===== src/rtl/mstx_pkg.sv =====
package mstx_pkg;
  localparam int SAMPLE_W   = 18;
  localparam int SHORT_W    = 16;
  localparam int HALF_LONG  = 32;
  localparam int HALF_SHORT = 16;
  localparam int SLOT_W     = 8;
  localparam int DEF_LEN    = 32;

  typedef enum logic [2:0] {
    M_SLV_MSB   = 3'b000,
    M_SLV_LSB   = 3'b001,
    M_SLV_GATE  = 3'b010,
    M_MST16_DLY = 3'b011,
    M_MST18_MSB = 3'b100,
    M_MST18_LSB = 3'b101,
    M_MST16_MSB = 3'b110,
    M_MST16_LSB = 3'b111
  } tx_mode_e;

  function automatic logic mode_is_master(logic [2:0] m);
    return (m == M_MST16_DLY) || m[2];
  endfunction
endpackage


===== src/rtl/mstx_timer.sv =====
module mstx_timer #(
  parameter int SLOT_W  = mstx_pkg::SLOT_W,
  parameter int DEF_LEN = mstx_pkg::DEF_LEN
) (
  input  logic              clk,
  input  logic              rst_n,
  input  logic              sclk,
  input  logic              lrclk,
  input  logic              gate,
  output logic              fall,
  output logic              lr_rise,
  output logic [SLOT_W-1:0] idx,
  output logic [SLOT_W-1:0] gidx,
  output logic [SLOT_W-1:0] len
);
  localparam logic [SLOT_W-1:0] SLOT_MAX = {SLOT_W{1'b1}};

  logic sclk_d, lr_d, pend, lr_edge, restart;
  logic [SLOT_W-1:0] slot, gcnt;

  assign fall    = sclk_d & ~sclk;
  assign lr_edge = lrclk ^ lr_d;
  assign lr_rise = lrclk & ~lr_d;
  assign restart = lr_edge | pend;
  assign idx     = restart ? '0 : slot;
  assign gidx    = restart ? '0 : gcnt;

  always_ff @(posedge clk) begin
    if (!rst_n) begin
      sclk_d <= 1'b0;
      lr_d   <= 1'b0;
      pend   <= 1'b0;
      slot   <= '0;
      gcnt   <= '0;
      len    <= SLOT_W'(DEF_LEN);
    end else begin
      sclk_d <= sclk;
      lr_d   <= lrclk;
      if (lr_edge && !pend && slot != '0) len <= slot;
      if (fall) begin
        slot <= (idx == SLOT_MAX) ? idx : idx + 1'b1;
        if (gate) gcnt <= (gidx == SLOT_MAX) ? gidx : gidx + 1'b1;
        else      gcnt <= gidx;
        pend <= 1'b0;
      end else if (lr_edge) begin
        pend <= 1'b1;
      end
    end
  end
endmodule


===== src/rtl/mstx_stage.sv =====
module mstx_stage #(
  parameter int SW = mstx_pkg::SAMPLE_W
) (
  input  logic          clk,
  input  logic          rst_n,
  input  logic          in_valid,
  output logic          in_ready,
  input  logic [SW-1:0] in_left,
  input  logic [SW-1:0] in_right,
  input  logic          lrclk,
  input  logic          lr_rise,
  output logic [SW-1:0] cur_word
);
  logic          full;
  logic [SW-1:0] stg_l, stg_r, hold_l, hold_r, nxt_l, nxt_r;

  assign in_ready = ~full;
  assign nxt_l    = full ? stg_l : hold_l;
  assign nxt_r    = full ? stg_r : hold_r;
  assign cur_word = lrclk ? (lr_rise ? nxt_l : hold_l) : hold_r;

  always_ff @(posedge clk) begin
    if (!rst_n) begin
      full   <= 1'b0;
      stg_l  <= '0;
      stg_r  <= '0;
      hold_l <= '0;
      hold_r <= '0;
    end else begin
      if (lr_rise) begin
        hold_l <= nxt_l;
        hold_r <= nxt_r;
      end
      if (in_valid && in_ready) begin
        stg_l <= in_left;
        stg_r <= in_right;
        full  <= 1'b1;
      end else if (lr_rise) begin
        full <= 1'b0;
      end
    end
  end

  // an accepted pair blocks the port until the next lrclk rise
  a_r1_accept_blocks: assert property (@(posedge clk) disable iff (!rst_n)
    (in_valid && in_ready && !lr_rise) |=> !in_ready);

  // both holding words move only at an lrclk rise
  a_r10_hold_at_rise: assert property (@(posedge clk) disable iff (!rst_n)
    !$past(lr_rise) |-> ($stable(hold_l) && $stable(hold_r)));
endmodule


===== src/rtl/mstx_framer.sv =====
module mstx_framer #(
  parameter int SW     = mstx_pkg::SAMPLE_W,
  parameter int HW     = mstx_pkg::SHORT_W,
  parameter int HL     = mstx_pkg::HALF_LONG,
  parameter int SLOT_W = mstx_pkg::SLOT_W
) (
  input  logic              clk,
  input  logic              rst_n,
  input  logic [2:0]        mode,
  input  logic              fall,
  input  logic [SLOT_W-1:0] idx,
  input  logic [SLOT_W-1:0] gidx,
  input  logic [SLOT_W-1:0] len,
  input  logic              gate,
  input  logic [SW-1:0]     word,
  output logic              dout,
  output logic              fsync_out
);
  import mstx_pkg::*;
  localparam int PW = $clog2(SW);

  logic v, f, d_n, fs_n;
  int   i, g, l, p;

  always_comb begin
    i = int'(idx);
    g = int'(gidx);
    l = int'(len);
    v = 1'b0;
    f = 1'b0;
    p = 0;
    case (mode)
      M_SLV_MSB:   begin v = (i < SW); p = SW - 1 - i; end
      M_SLV_LSB:   begin p = i + SW - l; v = (i < l) && (p >= 0); end
      M_SLV_GATE:  begin v = gate && (g < SW); p = SW - 1 - g; end
      M_MST16_DLY: begin v = (i >= 1) && (i <= HW); p = SW - i; f = v; end
      M_MST18_MSB: begin v = (i < SW); p = SW - 1 - i; f = (i == 0); end
      M_MST18_LSB: begin v = (i >= HL - SW) && (i < HL); p = i - (HL - SW); f = (i == HL - SW); end
      M_MST16_MSB: begin v = (i < HW); p = SW - 1 - i; f = (i == 0); end
      default:     begin v = (i < HW); p = i + (SW - HW); f = (i == 0); end
    endcase
    d_n  = v ? word[PW'(p)] : 1'b0;
    fs_n = mode_is_master(mode) & f;
  end

  always_ff @(posedge clk) begin
    if (!rst_n) begin
      dout      <= 1'b0;
      fsync_out <= 1'b0;
    end else if (fall) begin
      dout      <= d_n;
      fsync_out <= fs_n;
    end
  end

  // serial data only moves after an sclk falling edge
  a_r8_dout_on_fall: assert property (@(posedge clk) disable iff (!rst_n)
    (dout != $past(dout)) |-> $past(fall));

  // a pulsed marker lasts a single slot
  a_r12_single_pulse: assert property (@(posedge clk) disable iff (!rst_n)
    (mode[2] && fsync_out && fall) |=> !fsync_out);

  // the marker never rises in a slave code
  a_r2_slave_quiet: assert property (@(posedge clk) disable iff (!rst_n)
    $rose(fsync_out) |-> mode_is_master(mode));
endmodule


===== src/rtl/multimode_stereo_tx.sv =====
module multimode_stereo_tx #(
  parameter int SW     = mstx_pkg::SAMPLE_W,
  parameter int SLOT_W = mstx_pkg::SLOT_W
) (
  input  logic          clk,
  input  logic          rst_n,
  input  logic [2:0]    mode,
  input  logic          sclk,
  input  logic          lrclk,
  input  logic          fsync_in,
  input  logic          in_valid,
  output logic          in_ready,
  input  logic [SW-1:0] in_left,
  input  logic [SW-1:0] in_right,
  output logic          dout,
  output logic          fsync_out
);
  logic              fall, lr_rise;
  logic [SLOT_W-1:0] idx, gidx, len;
  logic [SW-1:0]     cur_word;

  mstx_timer #(.SLOT_W(SLOT_W)) u_timer (
    .clk(clk), .rst_n(rst_n), .sclk(sclk), .lrclk(lrclk), .gate(fsync_in),
    .fall(fall), .lr_rise(lr_rise), .idx(idx), .gidx(gidx), .len(len)
  );

  mstx_stage #(.SW(SW)) u_stage (
    .clk(clk), .rst_n(rst_n), .in_valid(in_valid), .in_ready(in_ready),
    .in_left(in_left), .in_right(in_right), .lrclk(lrclk), .lr_rise(lr_rise),
    .cur_word(cur_word)
  );

  mstx_framer #(.SW(SW), .SLOT_W(SLOT_W)) u_framer (
    .clk(clk), .rst_n(rst_n), .mode(mode), .fall(fall), .idx(idx),
    .gidx(gidx), .len(len), .gate(fsync_in), .word(cur_word),
    .dout(dout), .fsync_out(fsync_out)
  );
endmodule


===== config.mk =====
export PLATFORM = sky130hd
export DESIGN_NAME = multimode_stereo_tx
export DESIGN_NICKNAME = d
export VERILOG_FILES = /design/src/rtl/mstx_pkg.sv /design/src/rtl/mstx_timer.sv /design/src/rtl/mstx_stage.sv /design/src/rtl/mstx_framer.sv /design/src/rtl/multimode_stereo_tx.sv
export SDC_FILE = /design/constraint.sdc
export NUM_CORES = 1
export LEC_CHECK = 0
export BUFFER_PORTS_ARGS = -buffer_cell sky130_fd_sc_hd__buf_2
export CORE_MARGIN = 8
export CORE_UTILIZATION = 32
export CTS_BUF_LIST = sky130_fd_sc_hd__clkbuf_4 sky130_fd_sc_hd__clkbuf_8
export DETAILED_ROUTE_END_ITERATION = 8
export PLACE_DENSITY = 0.5
export SYNTH_ARGS = -nofsm -noshare
export SYNTH_HDL_FRONTEND = slang
export SYNTH_HIERARCHICAL = 1
export SYNTH_SLANG_ARGS = --single-unit

===== constraint.sdc =====
create_clock -name clk -period 5.4 [get_ports clk]
set_input_delay 0 -clock clk [delete_from_list [all_inputs] [get_ports clk]]
set_output_delay 0 -clock clk [all_outputs]
set_load 0.02 [all_outputs]

==> results of run 1 <==
==> cell families (layout without fill, tap and decap cells) <==
family	after synthesis	in the layout	share of synthesized area [%]
AO/OA/AOI/OAI	153	153	18.7
adder cells (fa/ha/maj)	29	29	6.98
flip-flops	102	102	36.3
buffers and inverters	73	134	6.78
AND/OR/NAND/NOR	276	276	23.6
XOR/XNOR	13	13	2.02
multiplexers	32	32	5.71
==> cell type report <==
type / count / area [um^2] / area share [%]
Multi-Input combinational cell: 503 / 3210 / 49.2
Sequential cell: 102 / 2040 / 31.3
Timing Repair Buffer: 88 / 636 / 9.74
Tap cell: 225 / 282 / 4.32
Clock buffer: 12 / 159 / 2.44
Inverter: 31 / 129 / 1.98
Clock inverter: 3 / 67.6 / 1.04
==> synthesized netlist by cell type (2+ instances only) <==
| library cell | count |
|---|---|
| sky130_fd_sc_hd__clkbuf_1 | 19 |
| sky130_fd_sc_hd__and2_1 | 17 |
| sky130_fd_sc_hd__a311oi_1 | 2 |
| sky130_fd_sc_hd__or3_1 | 4 |
| sky130_fd_sc_hd__a2111o_1 | 2 |
| sky130_fd_sc_hd__or2_2 | 2 |
| sky130_fd_sc_hd__nor2b_1 | 23 |
| sky130_fd_sc_hd__mux2i_1 | 31 |
| sky130_fd_sc_hd__and3_1 | 5 |
| sky130_fd_sc_hd__dfxtp_1 | 102 |
| sky130_fd_sc_hd__o21ai_0 | 13 |
| sky130_fd_sc_hd__buf_4 | 4 |
| sky130_fd_sc_hd__a31oi_1 | 6 |
| sky130_fd_sc_hd__o31ai_1 | 6 |
| sky130_fd_sc_hd__nand2_4 | 2 |
| sky130_fd_sc_hd__nor2_1 | 42 |
| sky130_fd_sc_hd__nor3_1 | 8 |
| sky130_fd_sc_hd__inv_1 | 30 |
| sky130_fd_sc_hd__xor2_1 | 2 |
| sky130_fd_sc_hd__o2111ai_1 | 3 |
| sky130_fd_sc_hd__nor4_1 | 4 |
| sky130_fd_sc_hd__o211ai_1 | 4 |
| sky130_fd_sc_hd__nor3b_1 | 4 |
| sky130_fd_sc_hd__o311ai_0 | 2 |
| sky130_fd_sc_hd__nand2b_1 | 7 |
| sky130_fd_sc_hd__fa_1 | 4 |
| sky130_fd_sc_hd__nand3_1 | 14 |
| sky130_fd_sc_hd__a211oi_1 | 2 |
| sky130_fd_sc_hd__nor4b_1 | 2 |
| sky130_fd_sc_hd__ha_1 | 25 |
| sky130_fd_sc_hd__a211o_1 | 4 |
| sky130_fd_sc_hd__o22ai_1 | 2 |
| sky130_fd_sc_hd__a21boi_0 | 14 |
| sky130_fd_sc_hd__buf_6 | 9 |
| sky130_fd_sc_hd__nand2_1 | 127 |
| sky130_fd_sc_hd__buf_2 | 10 |
| sky130_fd_sc_hd__nand4_1 | 4 |
| sky130_fd_sc_hd__o21bai_1 | 3 |
| sky130_fd_sc_hd__xnor2_1 | 11 |
| sky130_fd_sc_hd__a21oi_1 | 38 |
| sky130_fd_sc_hd__a21o_1 | 2 |
| sky130_fd_sc_hd__a21boi_1 | 40 |
==> worst register-to-register path: cells and delay by family, from the launching register on <==
family          cells  cell delay (ps)
fa+ha+maj           4             1270
compound gates      5             1240
simple gates        4             1080
buf+inv             5              420
flops               1              310
==> metrics by stage <==
stage | instance area, um^2 | setup WS, ps | hold WS (ps) | util [%] | power, mW
2_1_floorplan | 5630 | 1340 | 122 | - | 0.936
3_3_place_gp | 5930 | 1010 | 235 | 34.4 | 0.974
3_5_place_dp | 5930 | 826 | 238 | 34.4 | 0.977
4_1_cts | 6520 | 989 | 22.9 | 37.8 | 1.55
5_1_grt | 6520 | 723 | 56.6 | 37.8 | 1.60
6_report | 6520 | 968 | 61.0 | 37.8 | 1.53
==> flip-flops by register name (all words and copies together) (netlist names) <==
| name | cells |
|---|---|
| u_stage/hold_l | 18 |
| u_stage/hold_r | 18 |
| u_stage/stg_l | 18 |
| u_stage/stg_r | 18 |
| u_timer/gcnt | 8 |
| u_timer/len | 8 |
| u_timer/slot | 8 |
| u_framer/dout | 1 |
| u_framer/fsync_out | 1 |
| u_stage/full | 1 |
| u_timer/lr_d | 1 |
| u_timer/pend | 1 |
| u_timer/sclk_d | 1 |
==> per-layer routing <==
metal | vias up | global-route usage, %
li1 | 2424 | -
met1 | 2209 | 16.1
met2 | 66 | 20.8
met3 | 16 | 3.01
met4 | 0 | 4.44
met5 | - | 0
==> worst min path at each step <==
stage / end / slack (ps) / depth (start not counted)
finish: u_framer/fsync_out / 60 / 3
global placement: u_timer/sclk_d / 240 / 2
global route: u_framer/fsync_out / 60 / 3
floorplan: u_timer/sclk_d / 120 / 1
detailed placement: u_timer/sclk_d / 240 / 2
CTS: u_framer/fsync_out / 20 / 3
==> report_power, final <==
group / switching [mW] / leakage (nW) / internal [mW] / total [mW]
clock network: 0.258 / 0.112 / 0.289 / 0.547
logic: 0.105 / 1.75 / 0.0850 / 0.190
registers: 0.0134 / 0.829 / 0.775 / 0.788
==> results, run 1 <==
- The run finished with clean final reports.
- The area share of the leading cell type in the synthesized netlist is 36.3%.
- The clock tree from TritonCTS is yes.
- Walking the worst path, the cells encountered are inv_1 > ha_1 > and2b_1 > and2_1 > inv_1 > ha_1 > inv_1 > ha_1 > inv_1 > fa_1 > inv_1 > o311ai_0 > a21oi_1 > a211o_1 > o22ai_1 > o31ai_1 > and4b_1 > or3_1.
- CTS built an H-tree with a depth of 3.
- The antenna diode count is 0.
- The min-delay analysis places its worst path in the category in -> reg.
- The last weighted congestion value of the routability-driven placer is 0.847.
- Measured against its own limit, the worst slew margin works out to 50.6%.
- In this design, the stage delay of the slowest critical-path cell is 470 ps.
- The x dimension of the die is 149 um.
- The later pin in the worst-skew pair is clocked with a latency of 380 ps.
- The first global-routing pass estimated 22900 um of wire.
- The pre-antenna-repair detailed-routing pass consisted of 4 iterations.
- The cell family with the largest share of critical-path delay is adder cells.
- The mean post-synth cell area is 8.30 um^2.
- The flip-flop cell with the highest count after synthesis is sky130_fd_sc_hd__dfxtp_1.
- After detailed routing, the number of vias per cell comes to 4.89.
- The worst register-to-register path has a depth of 18.
- Counting the fill cells in the layout gives 1801.
- The critical path endpoint category is a flop.
- The count of placed standard cells including taps is 912.
- CTS saw 102 sinks.
- After synthesis, the share of flip-flops with an asynchronous set or reset is 0%.
- The setup path with the least slack is of type reg -> reg.
- After detailed routing, the met3 layer carries 468 um of wire.
- The wire length on met1 is 6780 um.
- The count of buffers added on input and output ports is 47.
- The leftover overflow at the end of global routing is 0.
- The fraction of layout instances using a drive strength above 1 is 10.8%.
- The number of buffers between clock root and the deepest sink is 2.
- The floorplan step defined a die boundary enclosing 22100 um^2.
- The number of global-route vias before repair is 4730.
- The count of boundary I/O pins is 48.
- The number of enable-type register cells in the synthesized netlist is 0.
- At the worst endpoint, the arrival time is 4700 ps.
- The cell row count is 48.
- The number of CTS-inserted buffers is 9.
- The remaining antenna violation count after routing is 0.
- Leaving out fill and tap cells, the most frequent cell in the layout is sky130_fd_sc_hd__nand2_1.
- The maximum net fanout on the critical path is 12.
- For this block, the initial DRC count from the detailed router was 222.
- The per-cell routed wire length is 14.2 um.
- The sum of net half-perimeters after detailed placement is 9770 um.
- Counting every instance in the synthesized netlist gives 678.
- Leaving out fill and tap cells, the most frequent cells in the layout are sky130_fd_sc_hd__nand2_1, sky130_fd_sc_hd__dfxtp_1, sky130_fd_sc_hd__buf_2.
- In this run the worst setup path begins at u_timer/lr_d.
- The clock arrives with 7.98 ps of skew.
- The largest net degree at the start of global routing is 86.
- After clock tree synthesis, the setup repair step added 0 buffers.
- The data required time at the worst endpoint is 5670 ps.
- VDD sags by at most 0.126 mV.
- In this run the register-to-register setup slack is 970 ps.
- The growth of design area from synthesis to finish is 15.9%.
- The analysis attributes to cell leakage a power of 2.69 nW.
- The final worst-path cycle share is 82.1%.
- The portion of the post-synthesis area used by sequential elements is 36.3%.
- In this run the vertical extent of the chip is 149 um.
- The core region is 17200 um^2.
- In the routed design, unresolved DRC markers number 0.
- Together, buffers and inverters on the worst path number 5.
- The number of nets in the finished design is 809.
- The total number of vias is 4715.
- The setup total negative slack is 0 ps.
- Max-cap violations in this run came to 0.
- In this run the critical register-to-register path is launched from u_timer/lr_d.
- The detailed-routed wire length on met2 is 6240 um.
- Counting distinct cell types in the post-synthesis netlist gives 65.
- The initial utilization of the core area, before any placement, comes to 32.7%.
- The cell area power density is 234 nW/um^2.
- When the netlist entered floorplanning its net count stood at 752.
- The instance count on the critical path is 18.
- The final layout contains routed wiring with a total length of 13700 um.
- STA classifies the critical path startpoint as a flop.
- For this run, the total global-route usage over all layers was measured as 12.7%.
- The biggest area consumer among synthesized cells is sky130_fd_sc_hd__dfxtp_1.
- After detailed routing, no signal wire sits above met4.
- The total count of hold-check failures in the final report is 0.
- The library cell appearing most often on the critical path is sky130_fd_sc_hd__inv_1.
- After synthesis the netlist holds a flip-flop and latch count of 102.
- The hold-fix buffer count after cts is 37.
- The number of antenna violations at the first check in global routing is 0.
- Summing every instance area after synthesis gives 5630 um^2.
- The clock transition time at the flip-flop clock pins of the worst setup and hold paths is 90 ps.
- The smallest clock period supported by the final layout is computed as 4430 ps.
- Yosys printed 6 warnings.
- The final count of negative-setup-slack endpoints is 0.
- Setup repair after global routing left no endpoint under its margin.
- Ranked by total cell area, the synthesized netlist is headed by sky130_fd_sc_hd__dfxtp_1, sky130_fd_sc_hd__nand2_1, sky130_fd_sc_hd__ha_1, sky130_fd_sc_hd__mux2i_1, sky130_fd_sc_hd__a21boi_1.
- The worst register-to-register path ends at u_framer/dout.
- The number of pins with negative max-slew slack in the final report is 0.
- The most critical setup path has its endpoint at u_framer/dout.
- The tree is rooted in a sky130_fd_sc_hd__clkbuf_8.
- The achievable clock frequency is 226 MHz.
- The transition at the pin with the smallest max-transition slack is 741 ps.
- The slowest stage of the critical path belongs to the cell sky130_fd_sc_hd__fa_1.
- The quantity of gates resized following cts is 0.
- The hold path startpoint is mode[2].
- After the flow finishes, the layout carries non-filler instances totaling 964.
Power figures use the tool's default switching activity.
==> inputs of run 2 (changes only) <==
- clock period: 5.4 -> 4.2 ns (I/O delays scaled with it)
==> run 2 against run 1 <==
Net effect:
- sequential power is 28% higher
- clock-buffer cell count fell by 2
- first-iteration DRC count rose by 4.1%
- critical path depth fell by 3
- clock power is 30% higher
- combinational power grew 33%
- fmax grew 12%
- clock skew is 0.50 ps lower
- via count is 0.19% higher
- largest cell class unchanged
- highest routed layer unchanged
==> results, run 2 (synthesis gave the netlist of run 1 again) <==
- The flow ran to the end, and the final reports show no timing, DRC or antenna violations.
- The sum of net half-perimeters after detailed placement is 9860 um (+0.85%).
- The number of antenna violations at the first check in global routing came to 0 (unchanged).
- The number of cells in the finished layout apart from fillers was 972 (+0.83%).
- The number of global-route vias before repair is 4823 (+2.0%).
- The die outline area is 22100 um^2 (unchanged).
- The post-CTS setup-driven buffer insertion count is 0 (unchanged).
- The count of routing violations after the opening detailed-route iteration was 231 (+4.1%).
- The setup total negative slack is 0 ps (unchanged).
- The all-layer global routing usage is 13.0% (+0.28 points).
- The H-tree depth was 3 (unchanged).
- The number of buffers between clock root and the deepest sink was 2 (unchanged).
- The total routed wirelength is 13900 um (+1.7%).
- The number of fill cells in the layout is 1791 (-0.56%).
- The antenna diode count is 0 (unchanged).
- The transition at the pin with the smallest max-transition slack was 721 ps (-20.1 ps).
- The leftover overflow at the end of global routing is 0 (unchanged).
- The final worst-path cycle share is 94.0% (+12 points).
- The growth of design area from synthesis to finish is 17.1%.
- The worst voltage drop across the vdd grid is 0.157 mV (+25%).
- The number of CTS-inserted buffers is 9 (unchanged).
- The worst path setup slack after routing is 250 ps (-718 ps).
- The number of nets in the finished design was 816 (+0.87%).
- The post-route DRC violation count is 0 (unchanged).
- The cell row count is 48 (unchanged).
- The total number of vias is 4724 (+0.19%).
- The final critical-path required period is 3950 ps (-482 ps).
- The later-pin clock latency in the skew report was 380 ps (about the same).
- The arrival time reported for the critical path endpoint is 4220 ps (-480 ps).
- The x dimension of the die is 149 um (unchanged).
- The final design area excluding fillers is 6590 um^2 (+1.1%).
- The maximum net fanout on the critical path was 8 (-4).
- The commonest non-fill, non-tap cell in the layout is sky130_fd_sc_hd__nand2_1.
- The worst-case clock skew was 7.48 ps (-0.501 ps).
- The buffer cell driving the clock tree root is sky130_fd_sc_hd__clkbuf_8.
- The final count of negative-setup-slack endpoints is 0 (unchanged).
- The count of boundary I/O pins is 48 (unchanged).
- The average via count per standard cell is 4.86 (-0.63%).
- The remaining antenna violation count after routing is 0 (unchanged).
- The per-cell routed wire length is 14.3 um (+0.84%).
- The cell area power density is 300 nW/um^2 (+28%).
- The wire length of the first global-routing pass is 23400 um (+2.2%).
- The count of input and output buffers is 47 (unchanged).
- The data required time at the worst endpoint was 4470 ps (-1200 ps).
- The achievable clock frequency came to 253 MHz (+12%).
- The last weighted congestion value of the routability-driven placer was 0.836 (-1.3%).
- The worst setup slack before clock tree synthesis came to -6.50 ps (-833 ps).
- TritonCTS built the clock tree.
- The clock transition time at the flip-flop clock pins of the worst setup and hold paths is 100 ps (about the same).
- The clock net sink count is 102 (unchanged).
- The worst setup path is launched from a flop.
- The count of placed standard cells including taps is 919 (+0.77%).
- The largest net degree at the start of global routing came to 85 (-1.2%).
- The tightest slew margin relative to the limit came to 51.9% (+1.3 points).
- In this run the worst hold path is classified as in -> reg.
- The number of pins with negative max-slew slack in the final report is 0 (unchanged).
- The worst setup path is captured at a flop.
- The top cell types in the final layout, fill and taps aside, are sky130_fd_sc_hd__nand2_1, sky130_fd_sc_hd__dfxtp_1, sky130_fd_sc_hd__buf_2.
- The floorplan core area is 17200 um^2 (unchanged).
- The length of the first detailed-routing pass in iterations is 4 (unchanged).
- The total count of hold-check failures in the final report is 0 (unchanged).
- The critical setup path kind is reg -> reg.
- The max-cap check violation count is 0 (unchanged).
- Setup repair after global routing left no endpoint under its margin.
- The total leakage power is 2.73 nW (+1.3%).
- The cell area after placement was 5980 um^2 (+0.89%).
- The starting density of the core is 32.7% (unchanged).
- The die height is 149 um (unchanged).
- The fraction of layout instances using a drive strength above 1 is 12.2% (+1.4 points).
run 2: cell types whose count changed in the layout (fill, tap and decap cells not counted):
cell and change:
sky130_fd_sc_hd__and2b_2 +1, sky130_fd_sc_hd__and2b_1 -1, sky130_fd_sc_hd__o311ai_2 +1, sky130_fd_sc_hd__clkbuf_4 -1, sky130_fd_sc_hd__buf_4 +7, sky130_fd_sc_hd__inv_6 +2, sky130_fd_sc_hd__a21oi_2 +1, sky130_fd_sc_hd__clkbuf_8 -1
sky130_fd_sc_hd__a21oi_1 -1, sky130_fd_sc_hd__o311ai_0 -1, sky130_fd_sc_hd__clkinvlp_4 +1
run 2: final timing paths:
path                startpoint            endpoint  cells past startpoint  slack (ps)
min                    mode[2]  u_framer/fsync_out                      3          60
min reg2reg  u_stage/stg_r[12]  u_stage/hold_r[12]                      2         460
max reg2reg       u_timer/lr_d       u_framer/dout                     15         250
max               u_timer/lr_d       u_framer/dout                     15         250
run 2: per-stage QoR:
| step | hold WS, ps | power (mW) | util, % |
|---|---|---|---|
| after floorplan | 122 | 1.20 | - |
| after global placement | 231 | 1.26 | 34.7 |
| after detailed placement | 234 | 1.26 | 34.7 |
| after CTS | 15.1 | 2.01 | 38.2 |
| after global routing | 51.2 | 2.08 | 38.2 |
| final | 62.8 | 1.97 | 38.2 |
run 2: repair_timing:
item | in CTS | in global routing
pin swaps | 0 | 0
resized for setup | 1 | 3
endpoints found under the setup margin | 1 | 1
cloned | 0 | 0
hold endpoints to repair | 37 | 0
hold buffers | 37 | 0
run 2: critical path, stage by stage (launching register included):
cell	delay (ps)
sky130_fd_sc_hd__dfxtp_1	320
sky130_fd_sc_hd__inv_1	40
sky130_fd_sc_hd__ha_1	330
sky130_fd_sc_hd__and2b_2	220
sky130_fd_sc_hd__and2_1	160
sky130_fd_sc_hd__inv_1	60
sky130_fd_sc_hd__ha_1	230
sky130_fd_sc_hd__fa_1	490
sky130_fd_sc_hd__nor2_1	50
sky130_fd_sc_hd__a221o_1	460
sky130_fd_sc_hd__or2_1	340
sky130_fd_sc_hd__a211o_1	360
sky130_fd_sc_hd__a41oi_2	190
sky130_fd_sc_hd__o31ai_1	100
sky130_fd_sc_hd__and4b_1	200
sky130_fd_sc_hd__or3_1	290
run 2: final cells by class:
class                           instances  area [um^2]  share of cell area, %
Multi-Input combinational cell        503         3220                   48.9
Sequential cell                       102         2040                   31.0
Timing Repair Buffer                   95          688                   10.4
Tap cell                              225          282                   4.27
Clock buffer                           10          138                   2.09
Inverter                               31          129                   1.95
Clock inverter                          6         92.6                   1.40
run 2: layer usage:
layer  global-route usage [%]  vias to the layer above  routed length [um]
met5                        0                        -                   0
met4                     4.23                        0                 152
met3                     3.04                        9                 498
met2                     21.1                       59                6380
met1                     16.7                     2213                6890
li1                         -                     2443                   -
run 2: power by group:
part / switching, mW / leakage (nW) / internal (mW)
Sequential: 0.0172 / 0.829 / 0.996
Combinational: 0.139 / 1.79 / 0.112
Clock: 0.354 / 0.110 / 0.356
